--- src/rtl/sgi_filt_pkg.sv ---
package sgi_filt_pkg;

  typedef enum logic [1:0] {
    CLS_G0   = 2'd0,
    CLS_SG1  = 2'd1,
    CLS_NSG1 = 2'd2,
    CLS_NONE = 2'd3
  } sgi_cls_e;

  localparam logic [1:0] KIND_G0     = 2'b00;
  localparam logic [1:0] KIND_G1_OWN = 2'b01;
  localparam logic [1:0] KIND_G1_ALT = 2'b10;

  // Group a sender asks for, from its path class and security state.
  function automatic sgi_cls_e sender_cls(input logic [1:0] kind, input logic ns);
    sgi_cls_e c;
    case (kind)
      KIND_G0:     c = CLS_G0;
      KIND_G1_OWN: c = ns ? CLS_NSG1 : CLS_SG1;
      KIND_G1_ALT: c = ns ? CLS_SG1 : CLS_NSG1;
      default:     c = CLS_NONE;
    endcase
    return c;
  endfunction

  // Group a target expects, from its group and modifier bits.
  function automatic sgi_cls_e target_cls(input logic grp, input logic mdf);
    sgi_cls_e c;
    if (grp)      c = CLS_NSG1;   // 10 and reserved 11
    else if (mdf) c = CLS_SG1;
    else          c = CLS_G0;
    return c;
  endfunction

endpackage

--- src/rtl/sgi_req_decode.sv ---
module sgi_req_decode
  import sgi_filt_pkg::*;
#(
  parameter int N_SGI = 16,
  localparam int ID_W = $clog2(N_SGI)
) (
  input  logic [1:0]      kind,
  input  logic            ns,
  input  logic [ID_W-1:0] intid,
  output sgi_cls_e        cls,
  output logic [N_SGI-1:0] id_vec
);

  always_comb begin
    cls    = sender_cls(kind, ns);
    id_vec = '0;
    id_vec[intid] = 1'b1;
  end

endmodule

--- src/rtl/sgi_cfg_decode.sv ---
module sgi_cfg_decode
  import sgi_filt_pkg::*;
#(
  parameter int N_SGI = 16
) (
  input  logic [N_SGI-1:0]   grp,
  input  logic [N_SGI-1:0]   mdf,
  output logic [2*N_SGI-1:0] cls_flat
);

  for (genvar i = 0; i < N_SGI; i++) begin : g_id
    sgi_cls_e c;
    assign c = target_cls(grp[i], mdf[i]);
    assign cls_flat[2*i +: 2] = c;
  end

endmodule

--- src/rtl/sgi_pend_bank.sv ---
module sgi_pend_bank #(
  parameter int N_SGI = 16
) (
  input  logic             clk,
  input  logic             rst_n,
  input  logic [N_SGI-1:0] set_vec,
  input  logic [N_SGI-1:0] clr_vec,
  output logic [N_SGI-1:0] pend
);

  for (genvar i = 0; i < N_SGI; i++) begin : g_bit
    always_ff @(posedge clk or negedge rst_n) begin
      if (!rst_n)          pend[i] <= 1'b0;
      else if (set_vec[i]) pend[i] <= 1'b1;   // set has priority
      else if (clr_vec[i]) pend[i] <= 1'b0;
    end
  end

endmodule

--- src/rtl/sgi_group_filter.sv ---
module sgi_group_filter
  import sgi_filt_pkg::*;
#(
  parameter int N_SGI = 16,
  localparam int ID_W = $clog2(N_SGI)
) (
  input  logic             clk,
  input  logic             rst_n,
  input  logic             req_valid,
  input  logic [1:0]       req_kind,
  input  logic             req_ns,
  input  logic [ID_W-1:0]  req_intid,
  input  logic [N_SGI-1:0] cfg_grp,
  input  logic [N_SGI-1:0] cfg_mod,
  input  logic [N_SGI-1:0] clr,
  output logic [N_SGI-1:0] pend,
  output logic             drop_pulse,
  output logic [ID_W-1:0]  drop_intid
);

  sgi_cls_e           snd_cls;
  logic [N_SGI-1:0]   id_vec;
  logic [2*N_SGI-1:0] tgt_flat;
  sgi_cls_e           tgt_cls;
  logic               acc_hit;
  logic               rej_hit;
  logic [N_SGI-1:0]   acc_vec;

  sgi_req_decode #(.N_SGI(N_SGI)) u_req (
    .kind(req_kind), .ns(req_ns), .intid(req_intid),
    .cls(snd_cls), .id_vec(id_vec)
  );

  sgi_cfg_decode #(.N_SGI(N_SGI)) u_cfg (
    .grp(cfg_grp), .mdf(cfg_mod), .cls_flat(tgt_flat)
  );

  always_comb begin
    tgt_cls = sgi_cls_e'(tgt_flat[2*req_intid +: 2]);
    acc_hit = req_valid && (snd_cls != CLS_NONE) && (snd_cls == tgt_cls);
    rej_hit = req_valid && !acc_hit;
    acc_vec = acc_hit ? id_vec : '0;
  end

  sgi_pend_bank #(.N_SGI(N_SGI)) u_pend (
    .clk(clk), .rst_n(rst_n), .set_vec(acc_vec), .clr_vec(clr), .pend(pend)
  );

  always_ff @(posedge clk or negedge rst_n) begin
    if (!rst_n) begin
      drop_pulse <= 1'b0;
      drop_intid <= '0;
    end else begin
      drop_pulse <= rej_hit;
      drop_intid <= rej_hit ? req_intid : '0;
    end
  end

endmodule

--- config.mk ---
export PLATFORM = sky130hd
export DESIGN_NAME = sgi_group_filter
export DESIGN_NICKNAME = d
export VERILOG_FILES = /design/src/rtl/sgi_filt_pkg.sv /design/src/rtl/sgi_req_decode.sv /design/src/rtl/sgi_cfg_decode.sv /design/src/rtl/sgi_pend_bank.sv /design/src/rtl/sgi_group_filter.sv
export SDC_FILE = /design/constraint.sdc
export NUM_CORES = 1
export LEC_CHECK = 0
export ABC_CLOCK_PERIOD_IN_PS = 1200
export CAP_MARGIN = 10
export CORE_ASPECT_RATIO = 1.1
export CORE_MARGIN = 2
export CORE_UTILIZATION = 30
export DETAILED_ROUTE_END_ITERATION = 10
export GPL_TIMING_DRIVEN = 0
export HOLD_SLACK_MARGIN = 0.1
export PLACE_DENSITY = 0.63
export SYNTH_ARGS = -nofsm -noshare
export SYNTH_HDL_FRONTEND = slang
export SYNTH_SLANG_ARGS = --single-unit
--- constraint.sdc ---
create_clock -name clk -period 1.2 [get_ports clk]
set_input_delay 0.18 -clock clk [delete_from_list [all_inputs] [get_ports clk]]
set_output_delay 0.18 -clock clk [all_outputs]
set_load 0.05 [all_outputs]
==> metrics <==
Fin. Hold Viols=0; DP Worst Slack=-1.73 ns; Layout Nets=292; utilization after layout=0.566; top sig layer=met4; met1 wire length=2.30 mm; met3 wire length=239 um; Max Buffers Root-to-Sink=2; Max H-tree Level=1; Required @ worst endpoint=1.36 ns; top cells by area, synth=dfrtp_1 (35%), o32ai_2 (16%), mux4_1 (5.3%); CP Class=primary input to register; layout cells sized above 1=0.438; die footprint=0.00557 mm^2; period utilisation layout=1.58; row cnt=26; Root Buffer=clkbuf_8; Die Y=78.1 um; total track usage=0.191; status=complete, but fails checks; reg2reg setup slack=0.52 ns; Die W=71.3 um; Final Skew=0 ns; failing checks=negative setup slack; Gate Count Post-Synth=142; final setup vio count=21; drt first pass iters=4; area delta synth->final=78.3%; Peak Freq=0.527 GHz; cell taking the most area after synthesis=dfrtp_1; fin crit period=1.90 ns; first-pass GRT wire length=8.29 mm; CP Capture Type=register; fraction of registers with async set or reset after synthesis=1.00; Mean Syn Cell Area=10.5 um^2; ant diodes=0; actual slew at the worst max-slew pin=0.981 ns; Lkg Pwr=1.09 nW; TritonCTS clock tree=done; met2 wire len=2.52 mm; Clk Latency, worst-skew pair=0.27 ns; # IOs=79; worst setup margin=-0.699 ns; Post-CTS Hold Buffers=0; Clock Sinks=21; max-slew violations=0; CORE AREA=0.00472 mm^2; FF+latch count, synth=21; Worst Setup Start Kind=primary input; top-area cell type share of the netlist area=0.351; routed length per instance=17.7 um; Hold WC Path Type=primary input to asynchronous set/reset pin; sequential fraction of the synthesis area=0.351; max_cap viols=0; Area after DPL=0.00234 mm^2; Yosys cell types=41; largest net degree at the start of global routing=22; Mapped Area=0.00150 mm^2; Yosys Warn Count=0; cts bufs inserted=3; DPL Wire Length=3.56 mm; Post-synth top flop=dfrtp_1; maximum vdd drop=0.428 mV; Clock Pin Slew Worst Setup and Hold Paths=0.08 ns; Critical Path Fanout Max=5; Congestion Overflow GR=0; cell area after layout=0.00267 mm^2; Final ANT Viol Nets=0; CP Data Arrival Time=2.06 ns; Initial Utilization=0.317; WL final=5.12 mm; GPL Wtd Cong=0.765; initial antenna violation count=0; vias in the first global route=1555; vias per cell=5.17; Syn Nets=200; pwr dens=827 mW/mm^2; RSZ-0062 raised after global routing=yes; 1st-iter DRT viols=51; total number of vias=1493; Slew HR=0.345; port buffer count=77; Post-synth EDFFs=0; number of remaining DRC errors=0
## timing repair
action | in CTS | in global routing
cloned | 4 | 0
pin swaps | 24 | 9
endpoints found under the setup margin | 42 | 55
buffers inserted | 7 | 0
resized for setup | 179 | 54
## cell type report
| cell class | instances | area [um^2] |
|---|---|---|
| flip-flops and latches | 21 | 526 |
| multi-input cells | 90 | 1040 |
| repair buffers | 88 | 788 |
| plain buffers | 9 | 120 |
| inverters | 21 | 78.8 |
| fillers | 429 | 2050 |
| clock buffers | 3 | 41.3 |
| well taps | 56 | 70.1 |
| clock inverters | 1 | 7.51 |
## path summary, 6_finish.rpt
check                          startpoint               to  cells past startpoint
max reg2reg                u_pend.pend[9]   u_pend.pend[9]                      2
min in group clk                req_valid       drop_pulse                      2
max in group asynchronous           rst_n    drop_intid[0]                      1
min reg2reg                u_pend.pend[6]   u_pend.pend[6]                      2
min                                 rst_n  u_pend.pend[15]                      1
max                          req_intid[2]    drop_intid[0]                      8
## flip-flops by register name, summed over array words and instances, names as in the netlist
signal and cells:
drop_pulse 1, drop_intid 4, u_pend.pend 16
## logic make-up after synthesis
group	count (synthesis)	synth area share
mux	7	0.0911
flops	21	0.351
compound gates	37	0.294
simple gates	45	0.160
buf+inv	31	0.0978
xor+xnor	1	0.00585
## where the power goes
group | leakage [nW] | switching [mW] | internal [mW]
Combinational | 0.786 | 0.499 | 0.473
Clock | 0.0217 | 0.260 | 0.235
Sequential | 0.287 | 0.00968 | 0.730
## through the flow
stage,power (mW),instances,TNS [ns],hold WS [ns]
6_report,2.21,289,-14.34,0.0593
3_3_place_gp,1.49,275,-43.02,0.518
4_1_cts,2.19,289,-14.61,0.254
5_1_grt,2.31,289,-15.12,0.152
2_1_floorplan,1.14,142,-16.08,-0.116
3_5_place_dp,1.48,275,-43.13,0.523
## per-layer routing
layer  vias to the layer above  global-route usage
li1                        705                   -
met1                       731               0.260
met2                        51               0.319
met3                         6              0.0372
met4                         0              0.0302
met5                         -                   0
## synth_stat cells (2+ instances only)
cell       number
a2111oi_0       3
a21oi_1         2
a221oi_1        2
a22oi_2         2
buf_1           2
buf_4           2
buf_6           3
clkbuf_1        3
dfrtp_1        21
inv_1          21
mux2i_1         2
mux4_1          3
nand2_1        18
nand3b_1        4
nor2_1          5
nor2b_1         4
nor3b_1         4
o211a_1         4
o32ai_2        15
## critical path, stage by stage
cell     delay (ns)
buf_12         0.09
mux4_2         0.51
a22oi_2        0.23
nand2_2        0.10
mux2_4         0.30
o22a_4         0.30
buf_16         0.16
o211a_1        0.19
## cell usage in the layout, fill, tap and decap left out, types with 3 or more instances in the layout
cell	instances
clkdlybuf4s50_1	33
buf_2	24
inv_1	21
dfrtp_1	21
nand2_1	18
o32ai_2	9
clkdlybuf4s15_2	8
buf_4	7
o32ai_4	6
buf_6	5
buf_8	4
clkbuf_8	4
nand3b_1	4
mux4_2	4
o211a_1	4
clkbuf_2	4
a2111oi_4	3
nor3b_1	3
dlymetal6s2s_1	3
(Power assumes the default switching activity.)
